## src/rtl/amseq_pkg.sv

```systemverilog
package amseq_pkg;
  localparam int unsigned TW = 5;
  typedef logic [TW-1:0] tick_t;

  typedef struct packed {
    tick_t cs_on;
    tick_t cs_wr_off;
    tick_t cs_rd_off;
    tick_t we_on;
    tick_t we_off;
    tick_t oe_on;
    tick_t oe_off;
    tick_t adv_on;
    tick_t adv_off;
    tick_t wr_len;
    tick_t rd_len;
    logic  gran;
    logic  xd_cs;
    logic  xd_we;
    logic  xd_oe;
    logic  xd_adv;
  } tcfg_t;

  // A programmed length of zero is treated as one tick.
  function automatic tick_t eff_len(input tick_t len);
    return (len == '0) ? tick_t'(1) : len;
  endfunction

  // A window is usable only if it opens before it closes and closes inside the access.
  function automatic logic win_ok(input tick_t on_t, input tick_t off_t, input tick_t len);
    return (off_t > on_t) && (off_t <= len);
  endfunction

  function automatic logic in_win(input tick_t on_t, input tick_t off_t,
                                  input tick_t len, input tick_t t);
    return win_ok(on_t, off_t, len) && (t >= on_t) && (t < off_t);
  endfunction
endpackage

```

## src/rtl/amseq_ticker.sv

```systemverilog
module amseq_ticker #(
  parameter int unsigned TW = 5
) (
  input  logic          clk,
  input  logic          rst_n,
  input  logic          accept,
  input  logic          gran,
  input  logic [TW-1:0] len,
  output logic          busy,
  output logic [TW-1:0] tick,
  output logic          sub,
  output logic          last_clk
);
  logic last_tick;
  logic sub_done;

  assign last_tick = (tick == len - TW'(1));
  assign sub_done  = (sub == gran);
  assign last_clk  = busy && last_tick && sub_done;

  always_ff @(posedge clk or negedge rst_n) begin
    if (!rst_n) begin
      busy <= 1'b0;
      tick <= '0;
      sub  <= 1'b0;
    end else if (accept) begin
      busy <= 1'b1;
      tick <= '0;
      sub  <= 1'b0;
    end else if (busy) begin
      if (sub_done) begin
        sub <= 1'b0;
        if (last_tick) begin
          busy <= 1'b0;
          tick <= '0;
        end else begin
          tick <= tick + TW'(1);
        end
      end else begin
        sub <= 1'b1;
      end
    end
  end
endmodule

```

## src/rtl/amseq_strobe.sv

```systemverilog
module amseq_strobe #(
  parameter int unsigned W       = 1,
  parameter bit          ACT_LOW = 1'b1
) (
  input  logic         clk,
  input  logic         rst_n,
  input  logic [W-1:0] act,
  input  logic         xd,
  output logic [W-1:0] pin,
  output logic [W-1:0] pin_rise
);
  localparam logic [W-1:0] IDLE = {W{ACT_LOW}};

  logic [W-1:0] fall_q;

  always_ff @(posedge clk or negedge rst_n) begin
    if (!rst_n) pin_rise <= IDLE;
    else        pin_rise <= act ^ IDLE;
  end

  always_ff @(negedge clk or negedge rst_n) begin
    if (!rst_n) fall_q <= IDLE;
    else        fall_q <= pin_rise;
  end

  assign pin = xd ? fall_q : pin_rise;
endmodule

```

## src/rtl/amseq_strobe_seq.sv

```systemverilog
module amseq_strobe_seq
  import amseq_pkg::*;
#(
  parameter int unsigned NCS  = 6,
  parameter int unsigned DW   = 16,
  parameter int unsigned SELW = 3
) (
  input  logic            clk,
  input  logic            rst_n,
  input  logic            start,
  input  logic            rd,
  input  logic            cmd,
  input  logic [SELW-1:0] cs_sel,
  input  logic [DW-1:0]   wdata,
  input  logic [4:0]      cs_on,
  input  logic [4:0]      cs_wr_off,
  input  logic [4:0]      cs_rd_off,
  input  logic [4:0]      we_on,
  input  logic [4:0]      we_off,
  input  logic [4:0]      oe_on,
  input  logic [4:0]      oe_off,
  input  logic [4:0]      adv_on,
  input  logic [4:0]      adv_off,
  input  logic [4:0]      wr_len,
  input  logic [4:0]      rd_len,
  input  logic            gran,
  input  logic            xd_cs,
  input  logic            xd_we,
  input  logic            xd_oe,
  input  logic            xd_adv,
  output logic [NCS-1:0]  mem_cs_n,
  output logic            mem_we_n,
  output logic            mem_oe_n,
  output logic            mem_adv_n,
  output logic            mem_cle,
  output logic            mem_ad_oe,
  output logic [DW-1:0]   mem_ad,
  output logic            done
);
  // Captured access
  tcfg_t           cfg_q;
  logic            rd_q;
  logic            cmd_q;
  logic [SELW-1:0] sel_q;
  logic [DW-1:0]   wdata_q;

  // Sequencer state, named for the checker
  logic          busy;
  logic [TW-1:0] tick;
  logic          sub;
  logic          last_clk;
  logic          accept;
  tick_t         len;
  tick_t         cs_off_sel;

  // Per-strobe requests (active high) in tick time
  logic [NCS-1:0] cs_act;
  logic           cs_any;
  logic           we_act;
  logic           oe_act;
  logic           adv_act;
  logic           cle_act;
  logic           bus_act;

  // Rising-edge copies of each pin
  logic [NCS-1:0] cs_rise;
  logic           we_rise;
  logic           oe_rise;
  logic           adv_rise;
  logic           cle_rise;
  logic           bus_rise;

  assign accept = start && !busy;

  always_ff @(posedge clk or negedge rst_n) begin
    if (!rst_n) begin
      cfg_q   <= '0;
      rd_q    <= 1'b0;
      cmd_q   <= 1'b0;
      sel_q   <= '0;
      wdata_q <= '0;
    end else if (accept) begin
      cfg_q.cs_on     <= cs_on;
      cfg_q.cs_wr_off <= cs_wr_off;
      cfg_q.cs_rd_off <= cs_rd_off;
      cfg_q.we_on     <= we_on;
      cfg_q.we_off    <= we_off;
      cfg_q.oe_on     <= oe_on;
      cfg_q.oe_off    <= oe_off;
      cfg_q.adv_on    <= adv_on;
      cfg_q.adv_off   <= adv_off;
      cfg_q.wr_len    <= wr_len;
      cfg_q.rd_len    <= rd_len;
      cfg_q.gran      <= gran;
      cfg_q.xd_cs     <= xd_cs;
      cfg_q.xd_we     <= xd_we;
      cfg_q.xd_oe     <= xd_oe;
      cfg_q.xd_adv    <= xd_adv;
      rd_q    <= rd;
      cmd_q   <= cmd && !rd;
      sel_q   <= cs_sel;
      wdata_q <= wdata;
    end
  end

  assign len        = rd_q ? eff_len(cfg_q.rd_len) : eff_len(cfg_q.wr_len);
  assign cs_off_sel = rd_q ? cfg_q.cs_rd_off : cfg_q.cs_wr_off;

  amseq_ticker #(.TW(TW)) u_ticker (
    .clk      (clk),
    .rst_n    (rst_n),
    .accept   (accept),
    .gran     (cfg_q.gran),
    .len      (len),
    .busy     (busy),
    .tick     (tick),
    .sub      (sub),
    .last_clk (last_clk)
  );

  // Window decode
  assign cs_any  = busy && in_win(cfg_q.cs_on, cs_off_sel, len, tick);
  assign we_act  = busy && !rd_q && in_win(cfg_q.we_on, cfg_q.we_off, len, tick);
  assign oe_act  = busy && rd_q && in_win(cfg_q.oe_on, cfg_q.oe_off, len, tick);
  assign adv_act = busy && in_win(cfg_q.adv_on, cfg_q.adv_off, len, tick);
  assign cle_act = busy && cmd_q;
  assign bus_act = busy && !rd_q;

  for (genvar gi = 0; gi < NCS; gi++) begin : g_cs_dec
    assign cs_act[gi] = cs_any && (sel_q == SELW'(gi));
  end

  // Strobe drivers
  amseq_strobe #(.W(NCS), .ACT_LOW(1'b1)) u_cs (
    .clk(clk), .rst_n(rst_n), .act(cs_act), .xd(cfg_q.xd_cs),
    .pin(mem_cs_n), .pin_rise(cs_rise)
  );

  amseq_strobe #(.W(1), .ACT_LOW(1'b1)) u_we (
    .clk(clk), .rst_n(rst_n), .act(we_act), .xd(cfg_q.xd_we),
    .pin(mem_we_n), .pin_rise(we_rise)
  );

  amseq_strobe #(.W(1), .ACT_LOW(1'b1)) u_oe (
    .clk(clk), .rst_n(rst_n), .act(oe_act), .xd(cfg_q.xd_oe),
    .pin(mem_oe_n), .pin_rise(oe_rise)
  );

  amseq_strobe #(.W(1), .ACT_LOW(1'b1)) u_adv (
    .clk(clk), .rst_n(rst_n), .act(adv_act), .xd(cfg_q.xd_adv),
    .pin(mem_adv_n), .pin_rise(adv_rise)
  );

  amseq_strobe #(.W(1), .ACT_LOW(1'b0)) u_cle (
    .clk(clk), .rst_n(rst_n), .act(cle_act), .xd(1'b0),
    .pin(mem_cle), .pin_rise(cle_rise)
  );

  // Data enable follows the write-enable retiming so data outlives the strobe
  amseq_strobe #(.W(1), .ACT_LOW(1'b0)) u_bus (
    .clk(clk), .rst_n(rst_n), .act(bus_act), .xd(cfg_q.xd_we),
    .pin(mem_ad_oe), .pin_rise(bus_rise)
  );

  assign mem_ad = {DW{mem_ad_oe}} & wdata_q;

  always_ff @(posedge clk or negedge rst_n) begin
    if (!rst_n) done <= 1'b0;
    else        done <= last_clk;
  end
endmodule

```

## config.mk

```make
export PLATFORM = sky130hd
export DESIGN_NAME = amseq_strobe_seq
export DESIGN_NICKNAME = d
export VERILOG_FILES = /design/src/rtl/amseq_pkg.sv /design/src/rtl/amseq_ticker.sv /design/src/rtl/amseq_strobe.sv /design/src/rtl/amseq_strobe_seq.sv
export SDC_FILE = /design/constraint.sdc
export NUM_CORES = 1
export LEC_CHECK = 0
export ABC_AREA = 1
export ABC_CLOCK_PERIOD_IN_PS = 3400
export BUFFER_PORTS_ARGS = -buffer_cell sky130_fd_sc_hd__buf_2
export CORE_ASPECT_RATIO = 0.8
export CORE_MARGIN = 2
export CORE_UTILIZATION = 61
export DETAILED_ROUTE_END_ITERATION = 12
export PLACE_DENSITY = 0.85
export SYNTH_ARGS = -nofsm -noshare
export SYNTH_HDL_FRONTEND = slang
export SYNTH_SLANG_ARGS = --single-unit
```

## constraint.sdc

```tcl
create_clock -name clk -period 3.4 [get_ports clk]
set_input_delay 0.51 -clock clk [delete_from_list [all_inputs] [get_ports clk]]
set_output_delay 0.51 -clock clk [all_outputs]
set_load 0.005 [all_outputs]
```

==> results of run 1 <==
synth_stat cells, drive strengths merged, types with 5 or more instances:
master    n
mux2      9
clkbuf   11
nor3     13
dfstp    18
nor2     53
o21ai    72
dfrtp    91
nand4     5
inv      95
nand2   244
ha       75
a21oi    30
or2       6
buf      10
nand3    28
path summary, 6_finish.rpt:
path | start | end | cells after the start
setup reg to reg | rd_q | u_cs.pin_rise[2] | 12
hold reg to reg | cfg_q[50] | cfg_q[50] | 2
min in group clk | cs_wr_off[0] | cfg_q[50] | 3
max in group asynchronous | rst_n | u_cs.fall_q[5] | 1
setup / recovery | u_bus.fall_q | mem_ad[2] | 6
hold / removal | rst_n | cfg_q[43] | 1
state kept, by name, summed over array words and instances (netlist names), 3 cells and up:
name / count
cfg_q: 60
sel_q: 3
u_cs.fall_q: 6
u_cs.pin_rise: 6
u_ticker.tick: 5
wdata_q: 16
layout by cell type, fill, tap and decap left out, types with 2 or more instances in the layout:
master       n
buf_2      109
a21o_1       2
clkbuf_16    9
dfrtp_1     91
inv_2        3
nand4_1      5
o211ai_1     4
o21ai_1      5
dfstp_2     18
inv_6        2
o21a_1       2
xor2_1       2
nand3_1     24
nor2_4       2
buf_4        8
nand2_2      9
nor2_1      45
o21bai_1     2
nand2_4      3
a211oi_1     2
nor2_2       6
ha_1        75
inv_1      100
nor3_1      13
o21ai_0     66
nand2_1    232
a21oi_1     30
inv_8        2
mux2_2       8
nand3_2      4
or2_2        6
critical path: cells and delay by family (launching register included):
kind | cells | cell delay [ns]
compound gates | 1 | 0.08
buf+inv | 3 | 0.32
flops | 1 | 0.38
simple gates | 2 | 0.15
through the flow:
| step | hold WS [ns] | setup TNS, ns |
|---|---|---|
| after floorplan | 0.214 | 0 |
| after global placement | 0.449 | 0 |
| after detailed placement | 0.452 | 0 |
| after CTS | 0.118 | -1.07 |
| after global routing | 0.145 | -2.42 |
| final | 0.103 | -1.63 |
cell families (layout without fill, tap and decap cells):
kind of cell	after synthesis	after routing	synth area share
multiplexers	9	9	0.0158
adder cells (fa/ha/maj)	75	75	0.146
XOR/XNOR	3	3	0.00410
AO/OA/AOI/OAI	116	116	0.0965
flip-flops	110	110	0.433
AND/OR/NAND/NOR	351	351	0.233
buffers and inverters	116	238	0.0713
area by class of cell:
class | instances | area, um^2 | area share
clock buffer | 9 | 225 | 0.0301
clock inverter | 16 | 116 | 0.0156
inverter | 94 | 353 | 0.0472
multi-input combinational | 554 | 3190 | 0.427
sequential | 110 | 2780 | 0.371
tap | 140 | 175 | 0.0234
timing repair buffer | 119 | 637 | 0.0852
per-layer routing:
layer / vias up / track usage / wire length (um)
met5: - / 0 / 0
met4: 0 / 0.101 / 327
met3: 36 / 0.0562 / 799
met2: 157 / 0.450 / 6810
met1: 2554 / 0.383 / 6850
li1: 2748 / - / -
report_power, final:
| group | switching (mW) | internal, mW |
|---|---|---|
| clock network | 0.542 | 0.600 |
| registers | 0.446 | 1.87 |
| logic | 2.26 | 1.53 |
what timing repair did:
action | 4_1_cts | 5_1_grt
resized for setup | 2 | 4
hold endpoints to repair | 0 | 0
setup buffers | 0 | 0
gates cloned | 0 | 0
endpoints found under the setup margin | 17 | 19
==> metrics.cfg, run 1 <==
[outcome]
status = finished with violations
violations = setup timing

[pwr]
peakVddDrop_v = 0.000480
power_mw = 7.25
powerDensity_mw_per_mm2 = 970
power.leakage_nw = 3.94

[die]
core_area_mm2 = 0.0102
rows = 33
ioPinCount = 112
die_area_mm2 = 0.0113
chipHeight_um = 95.7
die-width_um = 119
start_util = 0.626

[synthesis]
ys_warn_count = 0
yosys_register_bits = 110
avgSynthCellArea_um2 = 8.21
ys_types = 36
synth.area.top_cells = dfrtp_1, ha_1, nand2_1, dfstp_2, inv_1
yosysSeqAreaShare = 0.433
yosysTopAreaCellShare = 0.355
async_flop_share = 1.00
synth_top_area_cell = dfrtp_1
syn-num-nets = 939
synth-main-ff-cell = dfrtp_1
syn-instance-count = 780
syn_area_mm2 = 0.00641
synth_edf_count = 0

[clock_network]
cts_buffer_depth = 2
clk_latency_ns = 0.41
cts_tree = done
clkTransAtPathRegs_ns = 0.07
clock_sinks = 110
clock-root-buffer = clkbuf_16
cts-hold-fix-buffers = 0
cts_inserted_buffers = 9
htree_levels = 3

[setup_path]
cpMaxStageDelayCell = dfrtn_1
cp_max_fo = 17
arrival_ns = 3.00
max_stage_delay_ns = 0.38
critPathLaunchType = flip-flop
crit_chain = inv_1 -> nand2_2 -> o21ai_2 -> buf_12 -> nor2_1 -> buf_2
crit_required_ns = 2.89
rrSetupSlack_ns = 0.98
path_class = flip-flop to output pin
endpoint_kind = output pin

[sta]
fin_skew_ns = 0.0578
relSlewSlack = 0.572
fin_ws_ns = -0.107
drv_slew = 0
finalHoldViolCount = 0
tightest_slew_ns = 0.642
setup_violations = 17
rsz0062_at_grt = yes

[layout]
final_cells = 1042
diodes = 0
fillers = 830
nNetsFinal = 1056
drive_above_1_share = 0.217
syn2layout_area_growth_pct = 16.6
final_util = 0.730
fin_area_mm2 = 0.00747

[placement]
dp_hpwl_um = 10600
place_ws_ns = 0.287
dpl-instance-area_mm2 = 0.00711
port_buffers = 111
place_inst = 1018
place_congestion = 0.876

[global_route]
grt_pass1_wl_um = 25300
grt_max_degree = 77
grt_pass1_vias = 5466
grtUsageTotal = 0.281
grt-ovfl-total = 0
antenna_found_initial = 0

[detailed_routing]
drt_iter0_markers = 415
drt_first_pass_iters = 5
routed_via_density = 5.27
wl_per_cell_um = 14.2
postRouteAntennaNets = 0
drc = 0
vias = 5495
finalWirelength_um = 14800

[flow_run]
drv_cap = 0

[worst_hold_path]
hp-class = primary input to async pin

Note: power is estimated with default switching activity, not from simulation.
==> run 2, diff against run 1 <==
--- a/config.mk
+++ b/config.mk
@@ -9,7 +9,6 @@
 export ABC_CLOCK_PERIOD_IN_PS = 3400
 export BUFFER_PORTS_ARGS = -buffer_cell sky130_fd_sc_hd__buf_2
 export CORE_ASPECT_RATIO = 0.8
-export CORE_MARGIN = 2
 export CORE_UTILIZATION = 61
 export DETAILED_ROUTE_END_ITERATION = 12
 export PLACE_DENSITY = 0.85
==> metrics.cfg, run 2 (synthesis results as in run 1) <==
[setup_path]
cp_max_fo = 9
endpoint_kind = output pin
crit_chain = inv_2 -> nand2_2 -> o21ai_4 -> buf_12 -> nor2_1 -> buf_2
cpMaxStageDelayCell = dfrtn_1
crit_required_ns = 2.89
path_class = flip-flop to output pin
critPathLaunchType = flip-flop
arrival_ns = 3.10
max_stage_delay_ns = 0.41

[detailed_routing]
drc = 0
drt_iter0_markers = 347
finalWirelength_um = 14500
postRouteAntennaNets = 0
wl_per_cell_um = 13.9
vias = 5519
drt_first_pass_iters = 5
routed_via_density = 5.30

[clock_network]
cts_inserted_buffers = 9
post_cts_buffers = 0
clk_latency_ns = 0.41
htree_levels = 3
clkTransAtPathRegs_ns = 0.07
clock_sinks = 110
cts_tree = done
clock-root-buffer = clkbuf_16
cts_buffer_depth = 2

[layout]
largest_register = cfg_q
drive_above_1_share = 0.231
fin_area_mm2 = 0.00755
mostFrequentLayoutCells = nand2_1, buf_2, inv_1
layout_commonest_cell = nand2_1
nNetsFinal = 1056
fillers = 780
final_util = 0.737
diodes = 0
largestRegisters = cfg_q: 60 flops, wdata_q: 16 flops
syn2layout_area_growth_pct = 17.8
largest_reg_flops = 60

[sta]
finalHoldViolCount = 0
fin_skew_ns = 0.0583
rsz0062_at_grt = yes
fin_ws_ns = -0.210
tightest_slew_ns = 0.644
setup_violations = 17
drv_slew = 0
hold_slack_ns = 0.123
setup_tns_ns = -2.87
relSlewSlack = 0.571

[die]
rows = 33
die-width_um = 117
chipHeight_um = 93.7
die_area_mm2 = 0.0109
ioPinCount = 112
core_area_mm2 = 0.0102
start_util = 0.626

[global_route]
grt-ovfl-total = 0
grt_pass1_vias = 5066
grt_pass1_wl_um = 23300
grtUsageTotal = 0.277
antenna_found_initial = 0
grt_max_degree = 135

[worst_hold_path]
hp-class = primary input to async pin

[placement]
dpl-instance-area_mm2 = 0.00712
place_congestion = 0.877
port_buffers = 111
dp_hpwl_um = 10200

[pwr]
powerDensity_mw_per_mm2 = 971
power_mw = 7.33
power.leakage_nw = 3.95
peakVddDrop_v = 0.000499

[flow_run]
drv_cap = 0

[outcome]
status = finished with violations
violations = setup timing

## run 2: cell types whose count changed in the layout (fill, tap and decap cells not counted), sizes merged
cell,previous run,this run
buf,119,118
clkbuf,9,11
clkinv,0,3
clkinvlp,2,1
inv,107,104
## run 2: stage by stage
stage               setup slack, ns  instances
finish                       -0.210       1042
CTS                         -0.0771       1041
global route                 -0.239       1042
floorplan                     0.195        780
global placement              0.307       1017
detailed placement            0.258       1017
## run 2: worst max-delay path, delay by kind of cell, from the launching register on
kind                   cells  cell delay [ns]
DFF                        1             0.41
AOI/OAI and AO/OA          1             0.11
and+or+nand+nor            2             0.19
buffers and inverters      3             0.34
## run 2: power by group
group          switching (mW)  internal [mW]  leakage [nW]
Sequential              0.438           1.87          1.33
Combinational            2.32           1.61          2.43
Clock                   0.513          0.593         0.193
Total                    3.27           4.07          3.95
## run 2: path summary, 6_finish.rpt
kind                               from               end  slack [ns]  cells after the start
max                        u_bus.fall_q         mem_ad[5]       -0.21                      6
min                               rst_n         cfg_q[24]        0.12                      1
max reg2reg                        rd_q  u_cs.pin_rise[3]        1.02                     11
min reg2reg                   cfg_q[53]         cfg_q[53]        0.47                      2
max in group asynchronous         rst_n    u_cs.fall_q[5]        1.26                      1
min in group clk           cs_wr_off[4]         cfg_q[54]        0.35                      3
## run 2: per-layer routing
| layer | up-vias | GRT usage | share of wire |
|---|---|---|---|
| met2 | 142 | 0.437 | 0.46 |
| met4 | 0 | 0.0559 | 0.0095 |
| met3 | 15 | 0.0632 | 0.052 |
| met1 | 2613 | 0.393 | 0.48 |
| li1 | 2749 | - | - |
| met5 | - | 0 | 0 |
## run 2: final cells by class
| cell class | instances | area (um^2) | share of cell area |
|---|---|---|---|
| multi-input cells | 554 | 3240 | 0.429 |
| flip-flops and latches | 110 | 2780 | 0.368 |
| repair buffers | 119 | 673 | 0.0891 |
| inverters | 94 | 353 | 0.0467 |
| clock buffers | 10 | 229 | 0.0303 |
| well taps | 140 | 175 | 0.0232 |
| clock inverters | 15 | 106 | 0.0141 |
## run 2: repair_timing
action,4_1_cts,5_1_grt
gates cloned,0,1
hold buffers,0,0
endpoints found under the setup margin,17,19
pin swaps,0,0
gates resized for setup,2,22
